[src/rtl/hspc_pkg.sv]
package hspc_pkg;

    typedef enum logic [1:0] {
        FAM_UP   = 2'd0,
        FAM_DIR  = 2'd1,
        FAM_UPDN = 2'd2,
        FAM_QUAD = 2'd3
    } family_e;

    // Pin role indices
    localparam int PIN_CNT  = 0;
    localparam int PIN_AUX  = 1;
    localparam int PIN_ZERO = 2;
    localparam int PIN_HOLD = 3;
    localparam int NUM_PINS = 4;

    typedef struct packed {
        logic inc;
        logic dec;
        logic zero;
        logic hold;
    } step_req_t;

endpackage

[src/rtl/hspc_sync.sv]
module hspc_sync #(
    parameter int W      = 4,
    parameter int STAGES = 2
) (
    input  logic         clk,
    input  logic         rst_n,
    input  logic [W-1:0] raw,
    output logic [W-1:0] lvl,
    output logic [W-1:0] rise
);
    localparam int LAST = STAGES - 1;

    for (genvar b = 0; b < W; b++) begin : g_bit
        logic [STAGES-1:0] chain_q;
        logic              prev_q;

        always_ff @(posedge clk) begin
            if (!rst_n) begin
                chain_q <= '0;
                prev_q  <= 1'b0;
            end else begin
                chain_q <= {chain_q[STAGES-2:0], raw[b]};
                prev_q  <= chain_q[LAST];
            end
        end

        assign lvl[b]  = chain_q[LAST];
        assign rise[b] = chain_q[LAST] & ~prev_q;
    end
endmodule

[src/rtl/hspc_decode.sv]
module hspc_decode
    import hspc_pkg::*;
(
    input  logic [2:0]          mode,
    input  logic [NUM_PINS-1:0] lvl,
    input  logic [NUM_PINS-1:0] rise,
    output step_req_t           req
);
    family_e fam;
    logic    ext;

    always_comb begin
        fam = family_e'(mode[2:1]);
        ext = mode[0];
        req = '0;
        unique case (fam)
            FAM_UP: begin
                req.inc = rise[PIN_CNT];
            end
            FAM_DIR, FAM_QUAD: begin
                req.inc = rise[PIN_CNT] & ~lvl[PIN_AUX];
                req.dec = rise[PIN_CNT] &  lvl[PIN_AUX];
            end
            FAM_UPDN: begin
                req.inc = rise[PIN_CNT] & ~rise[PIN_AUX];
                req.dec = rise[PIN_AUX] & ~rise[PIN_CNT];
            end
            default: req = '0;
        endcase
        if (ext) begin
            req.zero = rise[PIN_ZERO];
            req.hold = lvl[PIN_HOLD];
        end
    end
endmodule

[src/rtl/hs_pulse_counter.sv]
module hs_pulse_counter
    import hspc_pkg::*;
#(
    parameter int ACC_W       = 16,
    parameter int SYNC_STAGES = 2
) (
    input  logic                    clk,
    input  logic                    rst_n,
    input  logic                    en,
    input  logic [2:0]              mode,
    input  logic [3:0]              pins,
    input  logic signed [ACC_W-1:0] hi_preset,
    input  logic signed [ACC_W-1:0] lo_preset,
    input  logic                    load,
    input  logic signed [ACC_W-1:0] load_val,
    output logic signed [ACC_W-1:0] acc,
    output logic                    hi_flag,
    output logic                    lo_flag,
    output logic                    ovf,
    output logic                    unf
);
    localparam logic signed [ACC_W-1:0] ACC_MAX = $signed({1'b0, {(ACC_W-1){1'b1}}});
    localparam logic signed [ACC_W-1:0] ACC_MIN = $signed({1'b1, {(ACC_W-1){1'b0}}});

    typedef struct packed {
        logic signed [ACC_W-1:0] acc;
        logic                    hi;
        logic                    lo;
        logic                    ovf;
        logic                    unf;
    } cnt_state_t;

    logic [NUM_PINS-1:0] pin_lvl;
    logic [NUM_PINS-1:0] pin_rise;
    step_req_t           req;
    cnt_state_t          st_d, st_q;
    logic                bidir;
    logic signed [ACC_W-1:0] up_val;
    logic signed [ACC_W-1:0] dn_val;

    hspc_sync #(.W(NUM_PINS), .STAGES(SYNC_STAGES)) u_sync (
        .clk  (clk),
        .rst_n(rst_n),
        .raw  (pins),
        .lvl  (pin_lvl),
        .rise (pin_rise)
    );

    hspc_decode u_decode (
        .mode(mode),
        .lvl (pin_lvl),
        .rise(pin_rise),
        .req (req)
    );

    always_comb begin
        st_d     = st_q;
        st_d.ovf = 1'b0;
        st_d.unf = 1'b0;
        bidir    = (mode[2:1] != 2'd0);
        up_val   = st_q.acc + 1'b1;
        dn_val   = st_q.acc - 1'b1;

        if (load) begin
            st_d.acc = load_val;
        end else if (req.zero) begin
            st_d.acc = '0;
        end else if (en && !req.hold) begin
            if (req.inc) begin
                st_d.ovf = (st_q.acc == ACC_MAX);
                st_d.acc = (!bidir && up_val == hi_preset) ? '0 : up_val;
            end else if (req.dec) begin
                st_d.unf = (st_q.acc == ACC_MIN);
                st_d.acc = dn_val;
            end
        end

        st_d.hi = bidir && (st_d.acc >= hi_preset);
        st_d.lo = bidir && (st_d.acc <= lo_preset);
    end

    always_ff @(posedge clk) begin
        if (!rst_n) begin
            st_q <= '0;
        end else begin
            st_q <= st_d;
        end
    end

    assign acc     = st_q.acc;
    assign hi_flag = st_q.hi;
    assign lo_flag = st_q.lo;
    assign ovf     = st_q.ovf;
    assign unf     = st_q.unf;
endmodule

[config.mk]
export PLATFORM = sky130hd
export DESIGN_NAME = hs_pulse_counter
export DESIGN_NICKNAME = d
export VERILOG_FILES = /design/src/rtl/hspc_pkg.sv /design/src/rtl/hspc_sync.sv /design/src/rtl/hspc_decode.sv /design/src/rtl/hs_pulse_counter.sv
export SDC_FILE = /design/constraint.sdc
export NUM_CORES = 1
export LEC_CHECK = 0
export BUFFER_PORTS_ARGS = -buffer_cell sky130_fd_sc_hd__buf_2
export CAP_MARGIN = 10
export CORE_ASPECT_RATIO = 2
export CORE_MARGIN = 4
export CORE_UTILIZATION = 40
export CTS_BUF_LIST = sky130_fd_sc_hd__clkbuf_4
export DETAILED_ROUTE_END_ITERATION = 8
export GPL_ROUTABILITY_DRIVEN = 0
export GPL_TIMING_DRIVEN = 0
export PLACE_DENSITY_LB_ADDON = 0.25
export SYNTH_ARGS = -nofsm -noshare
export SYNTH_HDL_FRONTEND = slang
export SYNTH_SLANG_ARGS = --single-unit
[constraint.sdc]
create_clock -name clk -period 4.6 [get_ports clk]
set_input_delay 0.92 -clock clk [delete_from_list [all_inputs] [get_ports clk]]
set_output_delay 0.92 -clock clk [all_outputs]
set_load 0.01 [all_outputs]
==> run summary <==
Status: complete, no violations
Most frequent cells in the layout: 86 x buf_2, 39 x inv_1, 38 x nand2_1
Top-level I/O count: 79
TNS Setup: 0 ns
Synth area leader: dfxtp_1
Total wire length: 12.2 mm
Wire per inst: 19.2 um
Crit path buffers/inverters: 2
Worst path top cell family by delay: compound AO/OA/AOI/OAI gates
Critical Path Fanout Max: 10
Primary FF master, synth: dfxtp_1
Avg Cell Area, Syn: 7.53 um^2
CTS tree: done
Area growth, synth to finish: 19.7%
Design Power: 0.824 mW
I/O Buffers: 77
Post-Syn Nets: 542
Commonest non-fill, non-tap cell in the layout: buf_2
Synth Area in Simple Gates: 30.4%
Synth cell types: 69
Mapped Cells: 448
1st-iter DRT viols: 246
Fill count: 869
CP peak stage delay: 0.39 ns
Pleak: 1.81 nW
Asr flop ratio synth: 0%
Internal power: 0.518 mW
Largest net degree at the start of global routing: 11
Fin. Hold Viols: 0
Final Setup Violations: 0
Hold WC Path Type: reg2reg
Final Skew: 0.00831 ns
Power Density: 204 nW/um^2
Post-CTS Hold Buffers: 0
CORE AREA: 8230 um^2
Num CTS Buffers: 5
Drt pass-1 iters: 5
DRT antenna net count: 0
Synth warnings: 0
Crit. End Element: register
Startpoint Class: primary input
Sequential Power Share: 35.5%
Starting Density: 41.0%
Global-route wire length before repair: 18.1 mm
Final Cycle Share: 95.2%
Die X: 72.9 um
Main combinational cell family by area after synthesis: simple AND/OR/NAND/NOR gates
Critical path type: in2reg
# DRC: 0
Reported net switching power: 0.306 mW
Number of diodes: 0
Logic pwr share: 37.2%
Synth Area in Adders: 13.0%
CTS root buffer: clkbuf_4
DR vias: 3885
Total area of sequential cells: 621 um^2
Fraction of synthesized cell area in xor and xnor cells: 7.01%
Max-slew violation count: 0
DR vias/cell: 6.13
Post-synthesis mux area share: 0.593%
Worst-path clk slew: 0.11 ns
Sw Ratio: 37.2%
Fmax: 228 MHz
HPWL Detailed: 9.71 mm
Die Ht: 138 um
Compound-cell area share of the yosys netlist: 22.8%
VDD IR-drop max: 0.000168 V
Multi-input logic area: 2550 um^2
Global Route Usage Sum: 23.8%
Sequential element share of the synthesized area: 18.4%
Number of synthesized flops with an enable pin: 0
H-tree depth: 2
Total grt overflow: 0
Worst Tran Pin Value: 0.724 ns
Critical path cell sequence: buf_2, nor2b_1, o21ai_1, and2_0, clkbuf_2, nand2_1, a21o_1, o211ai_1, ha_1, a21o_1, a21o_1, a21o_1, a21oi_1, o21ai_1, a2111oi_1, a21oi_1
Later-pin clock latency in the skew report: 0.36 ns
Die area: 10100 um^2
Site row count: 47
Clock Tree Buf Depth: 2
Cell mode on critical path: a21o_1
Vias in the first global route: 3736
Layout cells sized above 1: 21.5%
Max Cap Violations: 0
CTS Sinks: 31
Synth area leaders: dfxtp_1 18%, ha_1 13%, xnor2_1 4.9%
Final Critical Period: 4.38 ns
Syn Std Cell Area: 3370 um^2
Top cell type's share of synthesized area: 18.4%
Flops & latches, synth: 31
Slew headroom: 51.7%
Worst endpoint required time: 4.84 ns
Critical Path AT: 4.62 ns
Antenna violations before repair: 0
Crit-path slowest cell: o21ai_1
Final net count: 629
RSZ-0062 raised after global routing: false
Clock share of power: 27.3%
==> area by class of cell <==
type,instances,area share [%]
Clock inverter,3,0.960
Timing Repair Buffer,80,10.1
Multi-Input combinational cell,351,63.1
Clock buffer,5,0.929
Tap cell,98,3.04
Sequential cell,31,15.4
Buffer,27,2.91
Inverter,39,3.62
==> worst register-to-register path, cell delays in order, from the launching register on <==
cell	delay (ns)
dfxtp_1	0.37
buf_2	0.24
nand4_1	0.29
or2_1	0.38
a2111o_1	0.47
o21ai_2	0.36
nor4_4	0.09
o211ai_1	0.44
ha_1	0.34
a21o_1	0.19
a21o_1	0.17
a21o_1	0.17
a21oi_1	0.13
o21ai_1	0.12
a2111oi_1	0.35
a21oi_1	0.14
==> per-layer routing <==
metal  vias up  GRT usage, %  wire length, um
met5         -             0                0
met4         0          22.3             1240
met3        81          3.77              708
met2       195          41.7             6120
met1      1795          22.8             4090
li1       1814             -                -
==> power groups by stage <==
| stage | clock network (mW) | logic, mW | registers (mW) |
|---|---|---|---|
| global route | 0.236 | 0.338 | 0.294 |
| global placement | 0 | 0.286 | 0.299 |
| CTS | 0.230 | 0.298 | 0.293 |
| detailed placement | 0 | 0.295 | 0.299 |
| floorplan | 0 | 0.187 | 0.302 |
| finish | 0.225 | 0.306 | 0.293 |
==> through the flow <==
stage          hold slack (ns)  setup WS (ns)  instances  cell area (um^2)  utilization (%)
2_1_floorplan            0.412          0.615        448              3370                -
3_3_place_gp             0.414         -0.482        623              3880             47.2
3_5_place_dp             0.419         -0.565        623              3880             47.2
4_1_cts                  0.445         0.0989        631              3980             48.3
5_1_grt                  0.460         0.0114        634              4040             49.1
6_report                 0.436          0.220        634              4040             49.1
==> kinds of logic (layout without fill, tap and decap cells) <==
kind of cell / count (synthesis) / in the layout
AOI/OAI and AO/OA: 109 / 109
and+or+nand+nor: 178 / 178
muxes: 2 / 2
xor gates and xnor gates: 27 / 27
buffers and inverters: 66 / 154
adders and majority gates: 35 / 35
DFF: 31 / 31
==> cells in the mapped netlist (4+ instances only) <==
| library cell | count |
|---|---|
| or2_2 | 4 |
| dfxtp_1 | 31 |
| o211ai_1 | 7 |
| nor3_1 | 14 |
| o21ai_0 | 17 |
| nand3_1 | 14 |
| ha_1 | 35 |
| nand4_1 | 13 |
| nor2_1 | 18 |
| and4_1 | 5 |
| inv_1 | 39 |
| xnor2_1 | 19 |
| o22ai_1 | 4 |
| o2111ai_1 | 4 |
| o32ai_1 | 4 |
| buf_2 | 9 |
| clkbuf_1 | 15 |
| nor4_1 | 11 |
| xor2_1 | 8 |
| or4_1 | 4 |
| o21ai_1 | 4 |
| a21oi_1 | 17 |
| o21a_1 | 12 |
| nand2_1 | 38 |
| and2_1 | 24 |
| nor2b_1 | 7 |
| o31ai_1 | 6 |
| a21o_1 | 7 |
==> registers in the layout, indices dropped and copies added (netlist names) <==
register / flops
unf: 1
ovf: 1
u_sync.g_bit.prev_q: 3
lo_flag: 1
u_sync.g_bit.chain_q: 8
acc: 16
hi_flag: 1
==> worst paths after layout <==
kind	cells after the start	start	endpoint	slack (ns)
max	16	mode[2]	hi_flag	0.22
min	1	u_sync.g_bit[0].chain_q[0]	u_sync.g_bit[0].chain_q[1]	0.44
max reg2reg	15	acc[0]	hi_flag	0.23
min reg2reg	1	u_sync.g_bit[0].chain_q[0]	u_sync.g_bit[0].chain_q[1]	0.44
==> timing repair <==
action	in CTS	in global routing
buffers inserted	0	3
pin swaps	2	3
gates resized for setup	4	9
endpoints found under the setup margin	2	2
Note: power is estimated with default switching activity, not from simulation.
